`src/rtl/space_guard_pkg.sv`:
```
`timescale 1ns/1ps
// Shared encodings for the dual-space access guard.
// Assumes two address spaces of equal address width and three
// instruction-space windows in a fixed order (OS, stack, peripheral).
package space_guard_pkg;

    typedef enum logic {
        SPACE_INSTR = 1'b0,
        SPACE_DATA  = 1'b1
    } space_e;

    typedef enum logic [1:0] {
        ACC_FETCH = 2'd0,
        ACC_READ  = 2'd1,
        ACC_WRITE = 2'd2,
        ACC_RSVD  = 2'd3
    } access_e;

    typedef enum logic [2:0] {
        CAUSE_NONE        = 3'd0,
        CAUSE_LOCKED_WR   = 3'd1,
        CAUSE_USER_ISPACE = 3'd2,
        CAUSE_KERN_DFETCH = 3'd3,
        CAUSE_DMA_ISPACE  = 3'd4,
        CAUSE_NO_WINDOW   = 3'd5
    } cause_e;

    localparam int WIN_CNT    = 3;
    localparam int WIN_OS     = 0;
    localparam int WIN_STACK  = 1;
    localparam int WIN_PERIPH = 2;
    localparam int SEL_W      = $clog2(WIN_CNT);

    typedef struct packed {
        logic   grant;
        logic   fault;
        cause_e cause;
    } verdict_t;

endpackage

```
`src/rtl/sg_window_bank.sv`:
```
`timescale 1ns/1ps
// Holds the inclusive bounds of the instruction-space windows and the
// one-way setup lock. Assumes updates come from kernel code during
// boot; once the lock is set only a reset reopens the bank.
module sg_window_bank
    import space_guard_pkg::*;
#(
    parameter int ADDR_W = 16
) (
    input  logic                      clk,
    input  logic                      rst_n,
    input  logic                      cfg_we,
    input  logic                      cfg_kernel,
    input  logic [SEL_W-1:0]          cfg_sel,
    input  logic [ADDR_W-1:0]         cfg_lo,
    input  logic [ADDR_W-1:0]         cfg_hi,
    input  logic                      cfg_lock,
    output logic [ADDR_W-1:0]         win_lo [WIN_CNT],
    output logic [ADDR_W-1:0]         win_hi [WIN_CNT],
    output logic                      locked
);

    logic open_write;
    assign open_write = cfg_kernel && !locked;

    // Sticky lock: set by a kernel request, cleared only by reset.
    always_ff @(posedge clk) begin
        if (!rst_n)
            locked <= 1'b0;
        else if (cfg_lock && open_write)
            locked <= 1'b1;
    end

    for (genvar w = 0; w < WIN_CNT; w++) begin : g_win
        // Per-window bound register, empty after reset.
        always_ff @(posedge clk) begin
            if (!rst_n) begin
                win_lo[w] <= '1;
                win_hi[w] <= '0;
            end else if (cfg_we && open_write && cfg_sel == SEL_W'(w)) begin
                win_lo[w] <= cfg_lo;
                win_hi[w] <= cfg_hi;
            end
        end
    end

endmodule

```
`src/rtl/sg_window_match.sv`:
```
`timescale 1ns/1ps
// Inclusive range compare of one address against every window.
// Purely combinational; a window whose low bound exceeds its high
// bound never matches.
module sg_window_match
    import space_guard_pkg::*;
#(
    parameter int ADDR_W = 16
) (
    input  logic [ADDR_W-1:0] addr,
    input  logic [ADDR_W-1:0] win_lo [WIN_CNT],
    input  logic [ADDR_W-1:0] win_hi [WIN_CNT],
    output logic [WIN_CNT-1:0] hit
);

    for (genvar w = 0; w < WIN_CNT; w++) begin : g_cmp
        assign hit[w] = (addr >= win_lo[w]) && (addr <= win_hi[w]);
    end

endmodule

```
`src/rtl/sg_cpu_rules.sv`:
```
`timescale 1ns/1ps
// Decides the verdict for a processor request from its space, access
// kind, privilege and window hits. Priority: kernel data fetch,
// locked-window write, user instruction access, no window, grant.
module sg_cpu_rules
    import space_guard_pkg::*;
(
    input  logic               space,
    input  logic [1:0]         access,
    input  logic               kernel,
    input  logic [WIN_CNT-1:0] hit,
    output verdict_t           verdict
);

    logic is_write;
    logic is_fetch;
    assign is_write = (access_e'(access) == ACC_WRITE) || (access_e'(access) == ACC_RSVD);
    assign is_fetch = (access_e'(access) == ACC_FETCH);

    // Rule ladder for one processor request.
    always_comb begin
        verdict = '{grant: 1'b0, fault: 1'b1, cause: CAUSE_NONE};
        if (space_e'(space) == SPACE_DATA) begin
            if (is_fetch && kernel)
                verdict.cause = CAUSE_KERN_DFETCH;
            else
                verdict = '{grant: 1'b1, fault: 1'b0, cause: CAUSE_NONE};
        end else if (is_write && hit[WIN_OS]) begin
            verdict.cause = CAUSE_LOCKED_WR;
        end else if (!kernel) begin
            verdict.cause = CAUSE_USER_ISPACE;
        end else if (hit == '0) begin
            verdict.cause = CAUSE_NO_WINDOW;
        end else begin
            verdict = '{grant: 1'b1, fault: 1'b0, cause: CAUSE_NONE};
        end
    end

endmodule

```
`src/rtl/sg_dma_rules.sv`:
```
`timescale 1ns/1ps
// Verdict for a device DMA write: only data space may be written.
// Assumes every DMA request is a write.
module sg_dma_rules
    import space_guard_pkg::*;
(
    input  logic     space,
    output verdict_t verdict
);

    // Single rule: instruction-space targets are refused.
    always_comb begin
        if (space_e'(space) == SPACE_DATA)
            verdict = '{grant: 1'b1, fault: 1'b0, cause: CAUSE_NONE};
        else
            verdict = '{grant: 1'b0, fault: 1'b1, cause: CAUSE_DMA_ISPACE};
    end

endmodule

```
`src/rtl/space_guard.sv`:
```
`timescale 1ns/1ps
// Dual-space access guard top. Judges processor and DMA requests in
// parallel and registers each verdict so it appears one clock after
// the request. Window bounds come from a lockable setup bank.
module space_guard
    import space_guard_pkg::*;
#(
    parameter int ADDR_W = 16
) (
    input  logic              clk,
    input  logic              rst_n,
    input  logic              cfg_we,
    input  logic              cfg_kernel,
    input  logic [SEL_W-1:0]  cfg_sel,
    input  logic [ADDR_W-1:0] cfg_lo,
    input  logic [ADDR_W-1:0] cfg_hi,
    input  logic              cfg_lock,
    input  logic              cpu_valid,
    input  logic              cpu_space,
    input  logic [1:0]        cpu_access,
    input  logic              cpu_kernel,
    input  logic [ADDR_W-1:0] cpu_addr,
    input  logic              dma_valid,
    input  logic              dma_space,
    output logic              cpu_rsp_valid,
    output logic              cpu_rsp_grant,
    output logic              cpu_rsp_fault,
    output logic [2:0]        cpu_rsp_cause,
    output logic              dma_rsp_valid,
    output logic              dma_rsp_grant,
    output logic              dma_rsp_fault,
    output logic [2:0]        dma_rsp_cause
);

    logic [ADDR_W-1:0]  win_lo [WIN_CNT];
    logic [ADDR_W-1:0]  win_hi [WIN_CNT];
    logic               cfg_locked;
    logic [WIN_CNT-1:0] win_hit;
    verdict_t           cpu_verdict;
    verdict_t           dma_verdict;

    sg_window_bank #(.ADDR_W(ADDR_W)) u_bank (
        .clk        (clk),
        .rst_n      (rst_n),
        .cfg_we     (cfg_we),
        .cfg_kernel (cfg_kernel),
        .cfg_sel    (cfg_sel),
        .cfg_lo     (cfg_lo),
        .cfg_hi     (cfg_hi),
        .cfg_lock   (cfg_lock),
        .win_lo     (win_lo),
        .win_hi     (win_hi),
        .locked     (cfg_locked)
    );

    sg_window_match #(.ADDR_W(ADDR_W)) u_match (
        .addr   (cpu_addr),
        .win_lo (win_lo),
        .win_hi (win_hi),
        .hit    (win_hit)
    );

    sg_cpu_rules u_cpu (
        .space   (cpu_space),
        .access  (cpu_access),
        .kernel  (cpu_kernel),
        .hit     (win_hit),
        .verdict (cpu_verdict)
    );

    sg_dma_rules u_dma (
        .space   (dma_space),
        .verdict (dma_verdict)
    );

    // Register the processor verdict; idle cycles give an all-zero response.
    always_ff @(posedge clk) begin
        if (!rst_n || !cpu_valid) begin
            cpu_rsp_valid <= 1'b0;
            cpu_rsp_grant <= 1'b0;
            cpu_rsp_fault <= 1'b0;
            cpu_rsp_cause <= 3'd0;
        end else begin
            cpu_rsp_valid <= 1'b1;
            cpu_rsp_grant <= cpu_verdict.grant;
            cpu_rsp_fault <= cpu_verdict.fault;
            cpu_rsp_cause <= cpu_verdict.cause;
        end
    end

    // Register the DMA verdict; idle cycles give an all-zero response.
    always_ff @(posedge clk) begin
        if (!rst_n || !dma_valid) begin
            dma_rsp_valid <= 1'b0;
            dma_rsp_grant <= 1'b0;
            dma_rsp_fault <= 1'b0;
            dma_rsp_cause <= 3'd0;
        end else begin
            dma_rsp_valid <= 1'b1;
            dma_rsp_grant <= dma_verdict.grant;
            dma_rsp_fault <= dma_verdict.fault;
            dma_rsp_cause <= dma_verdict.cause;
        end
    end

endmodule

```
`config.mk`:
```
export PLATFORM = sky130hd
export DESIGN_NAME = space_guard
export DESIGN_NICKNAME = d
export VERILOG_FILES = /design/src/rtl/space_guard_pkg.sv /design/src/rtl/sg_window_bank.sv /design/src/rtl/sg_window_match.sv /design/src/rtl/sg_cpu_rules.sv /design/src/rtl/sg_dma_rules.sv /design/src/rtl/space_guard.sv
export SDC_FILE = /design/constraint.sdc
export NUM_CORES = 1
export LEC_CHECK = 0
export BUFFER_PORTS_ARGS = -buffer_cell sky130_fd_sc_hd__buf_4
export CAP_MARGIN = 20
export CORE_AREA = 2 2 160 162
export CTS_CLUSTER_DIAMETER = 120
export DETAILED_ROUTE_END_ITERATION = 8
export DIE_AREA = 0 0 162 164
export GPL_TIMING_DRIVEN = 0
export SLEW_MARGIN = 10
export SYNTH_ARGS = -nofsm -noshare
export SYNTH_HDL_FRONTEND = slang
export SYNTH_SLANG_ARGS = --single-unit
```
`constraint.sdc`:
```
create_clock -name clk -period 3.3 [get_ports clk]
set_clock_uncertainty 0.15 [all_clocks]
set_input_delay 0.99 -clock clk [delete_from_list [all_inputs] [get_ports clk]]
set_output_delay 0.99 -clock clk [all_outputs]
set_load 0.01 [all_outputs]
```
After elaboration in Yosys (flattened, before gate mapping). Cells that the tools add are included.

Register bits: 109. Bits of input ports: 62.

$lt $le $gt $ge: 6. Equal/unequal tests: 4. Mux-type cells: 12. Reductions and logical operators: 21.

Operator list (count): 16-bit >= comparator (3); 16-bit less-or-equal comparator (3); 1-bit logical AND (11); 2-bit two-way mux (5); 5-bit two-way mux (2); 3-bit two-way mux (3); 2-bit equality test (second input constant) (3); 1-bit logical NOT (4); 2-bit logical NOT (2); 3-bit logical NOT (1); 1-bit logical OR (3); 2-bit by 1-bit equality test with 1-bit output (second input constant) (1); 1-bit two-way mux (2).

Logic depth before layout (Yosys ltp).
Depth after elaboration: 7. Depth in mapped cells: 9.

Cells and area by module. Synthesis repeated with hierarchy kept, for this count alone.

Cells, all modules: 722. Area total of the unflattened synthesis: 6610.1 µm².

By module, submodules not included: sg_window_bank (instances 1, cells an instance 354, area an instance 3788.6 µm²); sg_window_match (instances 1, cells an instance 326, area an instance 2364.8 µm²); space_guard (instances 1, cells an instance 25, area an instance 331.6 µm²); sg_cpu_rules (instances 1, cells an instance 11, area an instance 87.6 µm²); sg_dma_rules (instances 1, cells an instance 6, area an instance 37.5 µm²).

Least setup slack after synthesis. Ideal clock, no wire load.

Path kind: input to register. Start: input port cpu_addr[0]. End: register cpu_rsp_fault. Arrival time: 2.674 ns. Data required time: 3.030 ns. Path slack: 0.356 ns. Stages on the path: 9. Path buffers: 0. Cell sequence: inv_1 -> ha_1 -> nand2b_1 -> a211o_1 -> o2111ai_1 -> a2111o_1 -> a32oi_2 -> a2111oi_4 -> o31a_1.

Longest elaborated chain between the ends: 7. Elaborated cells on any way between the ends: 15.

Ends and longest elaborated chain: from (decl) (RTL line space_guard.sv:22) `input logic [ADDR_W-1:0] cpu_addr,`; 16-bit >= comparator / 16-bit less-or-equal comparator (equally long branches) (RTL line sg_window_match.sv:17) `assign hit[w] = (addr >= win_lo[w]) && (addr <= win_hi[w]);`; 1-bit logical AND (RTL line sg_window_match.sv:17); 3-bit logical NOT (RTL line sg_cpu_rules.sv:32) `end else if (hit == '0) begin`; 2-bit two-way mux (RTL line sg_cpu_rules.sv:32); 2-bit two-way mux (RTL line sg_cpu_rules.sv:30) `end else if (!kernel) begin`; 2-bit two-way mux * (RTL line sg_cpu_rules.sv:28) `end else if (is_write && hit[WIN_OS]) begin`; 5-bit two-way mux * (RTL line sg_cpu_rules.sv:23) `if (space_e'(space) == SPACE_DATA) begin`; to (signal assigned) (RTL line space_guard.sv:86) `cpu_rsp_fault <= cpu_verdict.fault;`; to (decl) (RTL line space_guard.sv:27) `output logic cpu_rsp_fault,`.

Mark *: on every way between the ends. The rest lies on a longest branch, timed or not. A chain may end at the register's enable or synchronous reset.

Worst setup path after layout. Ends and elaborated chain as after synthesis.

==> flow_metrics.tcl <==
set metrics [dict create \
    outcome "completed" \
    crit_fanout 6 \
    avgViaCountPerCell 4.62 \
    drt_iter0_drc 238 \
    drc 0 \
    cp.arrival_ns 3.18 \
    final_nets 972 \
    start_util 0.245 \
    track_usage 0.137 \
    grt.overflow.total 0 \
    end_kind "flop" \
    area_growth_pct 20.4 \
    hp-class "reg -> reg" \
    diodes 0 \
    r2r_cells 9 \
    netlist_top_cells_area "dfxtp_1 (35%), ha_1 (20%), nand2_1 (9.9%), o211ai_1 (6.2%), inv_1 (6.0%)" \
    rrSetupSlack_ns 0.78 \
    ys_async_sr_fraction 0 \
    seq_area_frac_synth 0.349 \
    io_pins 74 \
    root_buffer "clkbuf_16" \
    path_clk_slew_ns 0.08 \
    die_h_um 164 \
    ant_nets 0 \
    muxShareOfSynthArea 0 \
    place.gp.congestion 0.816 \
    yosysTopAreaCell "dfxtp_1" \
    whs_path_depth 2 \
    cellPowerDensity_nw_per_um2 385 \
    coreArea_um2 24800 \
    drt-total-wl_um 17500 \
    die_w_um 162 \
    holdBufCountCts 0 \
    hpwl_um 13800 \
    synth.top_cell.area_share 0.349 \
    synth_top_family_by_area "compound AO/OA/AOI/OAI gates" \
    insertion_delay_ns 0.37 \
    min-delay-start "u_bank.win_hi[22]$_SDFFE_PN0P_" \
    worstHoldEndpoint "u_bank.win_hi[22]$_SDFFE_PN0P_" \
    synth-compound-area-share 0.210 \
    drive_gt1_frac 0.121 \
    drt_first_pass_iters 5 \
    dr_total_vias 5310 \
    holdWs_ns 0.316 \
    critPathLaunchType "input port" \
    cts_num_sinks 106 \
    cp_data_required_time_ns 3.41 \
    synth_cells 731 \
    yosysWarnings 0 \
    min_period_ns 3.07 \
    p_leak_nw 3.23 \
    worst_pin_slew_ns 0.682 \
    wire_per_inst_um 15.2 \
    syn_area_um2 6090 \
    grt_max_degree 21 \
    synthAdderAreaFrac 0.197 \
    rr_endpoint "cpu_rsp_cause[0]$_SDFF_PN0_" \
    die_area_um2 26600 \
    path_class "in -> reg" \
    fin_util 0.295 \
    post_cts_buffers 0 \
    rows 58 \
    cts_made_buffers 9 \
    grt_pass1_wl_um 27900 \
    grt_pass1_vias 5283 \
    max_freq_mhz 326 \
    ys.flop_type "dfxtp_1" \
    place_area_um2 7040 \
    synth_cell_types 49 \
    cts_resized 0 \
    hold_viol 0 \
    largest_registers "u_bank.win_hi (48), u_bank.win_lo (48), cpu_rsp_cause (3)" \
    antenna_found_initial 0 \
    htree_num_levels 3 \
    portBuffers 71 \
    r2r_start "u_bank.win_lo[25]$_SDFFE_PN1P_" \
    synth_edf_count 0 \
    stdcell_area_um2 7330 \
    cap_violations 0 \
    clk_path_buf_depth 2 \
    rsz0062_at_grt "no" \
    setup_viol 0 \
    period_share 0.929 \
    syn_avg_cell_area_um2 8.33 \
    ys_ff_latch 106 \
    synth-simple-area-share 0.160 \
    slew_violations 0 \
    synthXorXnorAreaFrac 0 \
    slew-limit-headroom 0.545 \
    ir_drop_uv 199 \
    cts_tree "built" \
]
## layout by cell type, fill, tap and decap left out, types with 2 or more instances in the layout
cell type	n
dfxtp_1	106
a21boi_0	48
a211o_1	2
nand4_1	18
nor2b_1	5
buf_1	2
a2111o_1	3
a21oi_1	26
inv_1	97
clkbuf_16	9
conb_1	2
nand2b_1	2
inv_8	2
a21o_1	10
a31oi_1	2
o21ai_1	2
nor2_1	8
a221oi_1	3
o211ai_1	50
and3_1	3
and2_1	4
inv_6	3
or4_1	2
a211oi_1	4
ha_1	96
nand2_1	160
buf_4	74
clkbuf_1	29
nand3_1	11
o21ai_0	7
nor3_1	6
## per-layer routing
layer / track usage / share of wire / vias up
li1: - / - / 2673
met1: 0.179 / 0.47 / 2496
met4: 0.0374 / 0.017 / 0
met2: 0.229 / 0.47 / 117
met5: 0 / 0 / -
met3: 0.0308 / 0.052 / 24
## stage by stage
step | setup TNS [ns] | total power, W | worst slack, ns | cells
after global routing | 0 | 0.00296 | 0.0805 | 1149
after global placement | -0.353 | 0.00175 | -0.142 | 1133
after detailed placement | -0.454 | 0.00176 | -0.149 | 1133
after floorplan | 0 | 0.00157 | 0.356 | 732
final | 0 | 0.00282 | 0.233 | 1149
after CTS | 0 | 0.00285 | 0.245 | 1149
## critical path, cell delays in order
cell       delay [ns]
buf_4            0.08
inv_1            0.13
ha_1             0.32
nand2b_1         0.09
a211o_1          0.13
o2111ai_1        0.15
a2111o_1         0.48
a32oi_2          0.39
a2111oi_4        0.09
o31a_1           0.31
## worst max path at each step
stage | start | endpoint | slack, ns | cells after the start
after floorplan | cpu_addr[0] | cpu_rsp_fault$_SDFF_PN0_ | 0.36 | 9
after global placement | cpu_addr[0] | cpu_rsp_fault$_SDFF_PN0_ | -0.14 | 10
after detailed placement | cpu_addr[0] | cpu_rsp_fault$_SDFF_PN0_ | -0.15 | 10
after CTS | cpu_addr[0] | cpu_rsp_fault$_SDFF_PN0_ | 0.24 | 10
after global routing | cpu_addr[0] | cpu_rsp_grant$_SDFF_PN0_ | 0.08 | 10
final | cpu_addr[0] | cpu_rsp_fault$_SDFF_PN0_ | 0.23 | 10
## report_power, final
part / internal (W) / switching (W) / leakage, nW
logic: 0.000172 / 0.000230 / 2.22
registers: 0.00131 / 0.0000121 / 0.862
clock network: 0.000533 / 0.000561 / 0.141
## synthesized netlist by cell type (4+ instances only)
library cell / number
nand4_1: 18
o21ai_0: 7
dfxtp_1: 106
inv_1: 97
nor3_1: 6
and2_1: 4
ha_1: 96
nor2b_1: 5
a21o_1: 10
o211ai_1: 50
a211oi_1: 4
clkbuf_1: 29
a21oi_1: 26
nand2_1: 160
nor2_1: 8
a21boi_0: 48
nand3_1: 11
## final cells by class
cell class,instances,area [um2]
Timing Repair Buffer,71,533
Tap cell,330,413
Multi-Input combinational cell,495,3470
Sequential cell,106,2120
Fill cell,2696,17500
Inverter,97,364
Clock inverter,7,65.1
Clock buffer,9,225
Buffer,34,139
## kinds of logic (layout without fill, tap and decap cells)
logic type	after synthesis	after routing
adders and majority gates	96	96
DFF	106	106
other	1	2
AOI/OAI and AO/OA	172	172
and+or+nand+nor	225	225
buffers and inverters	131	218
No activity file was read; power rests on OpenSTA's default activity.
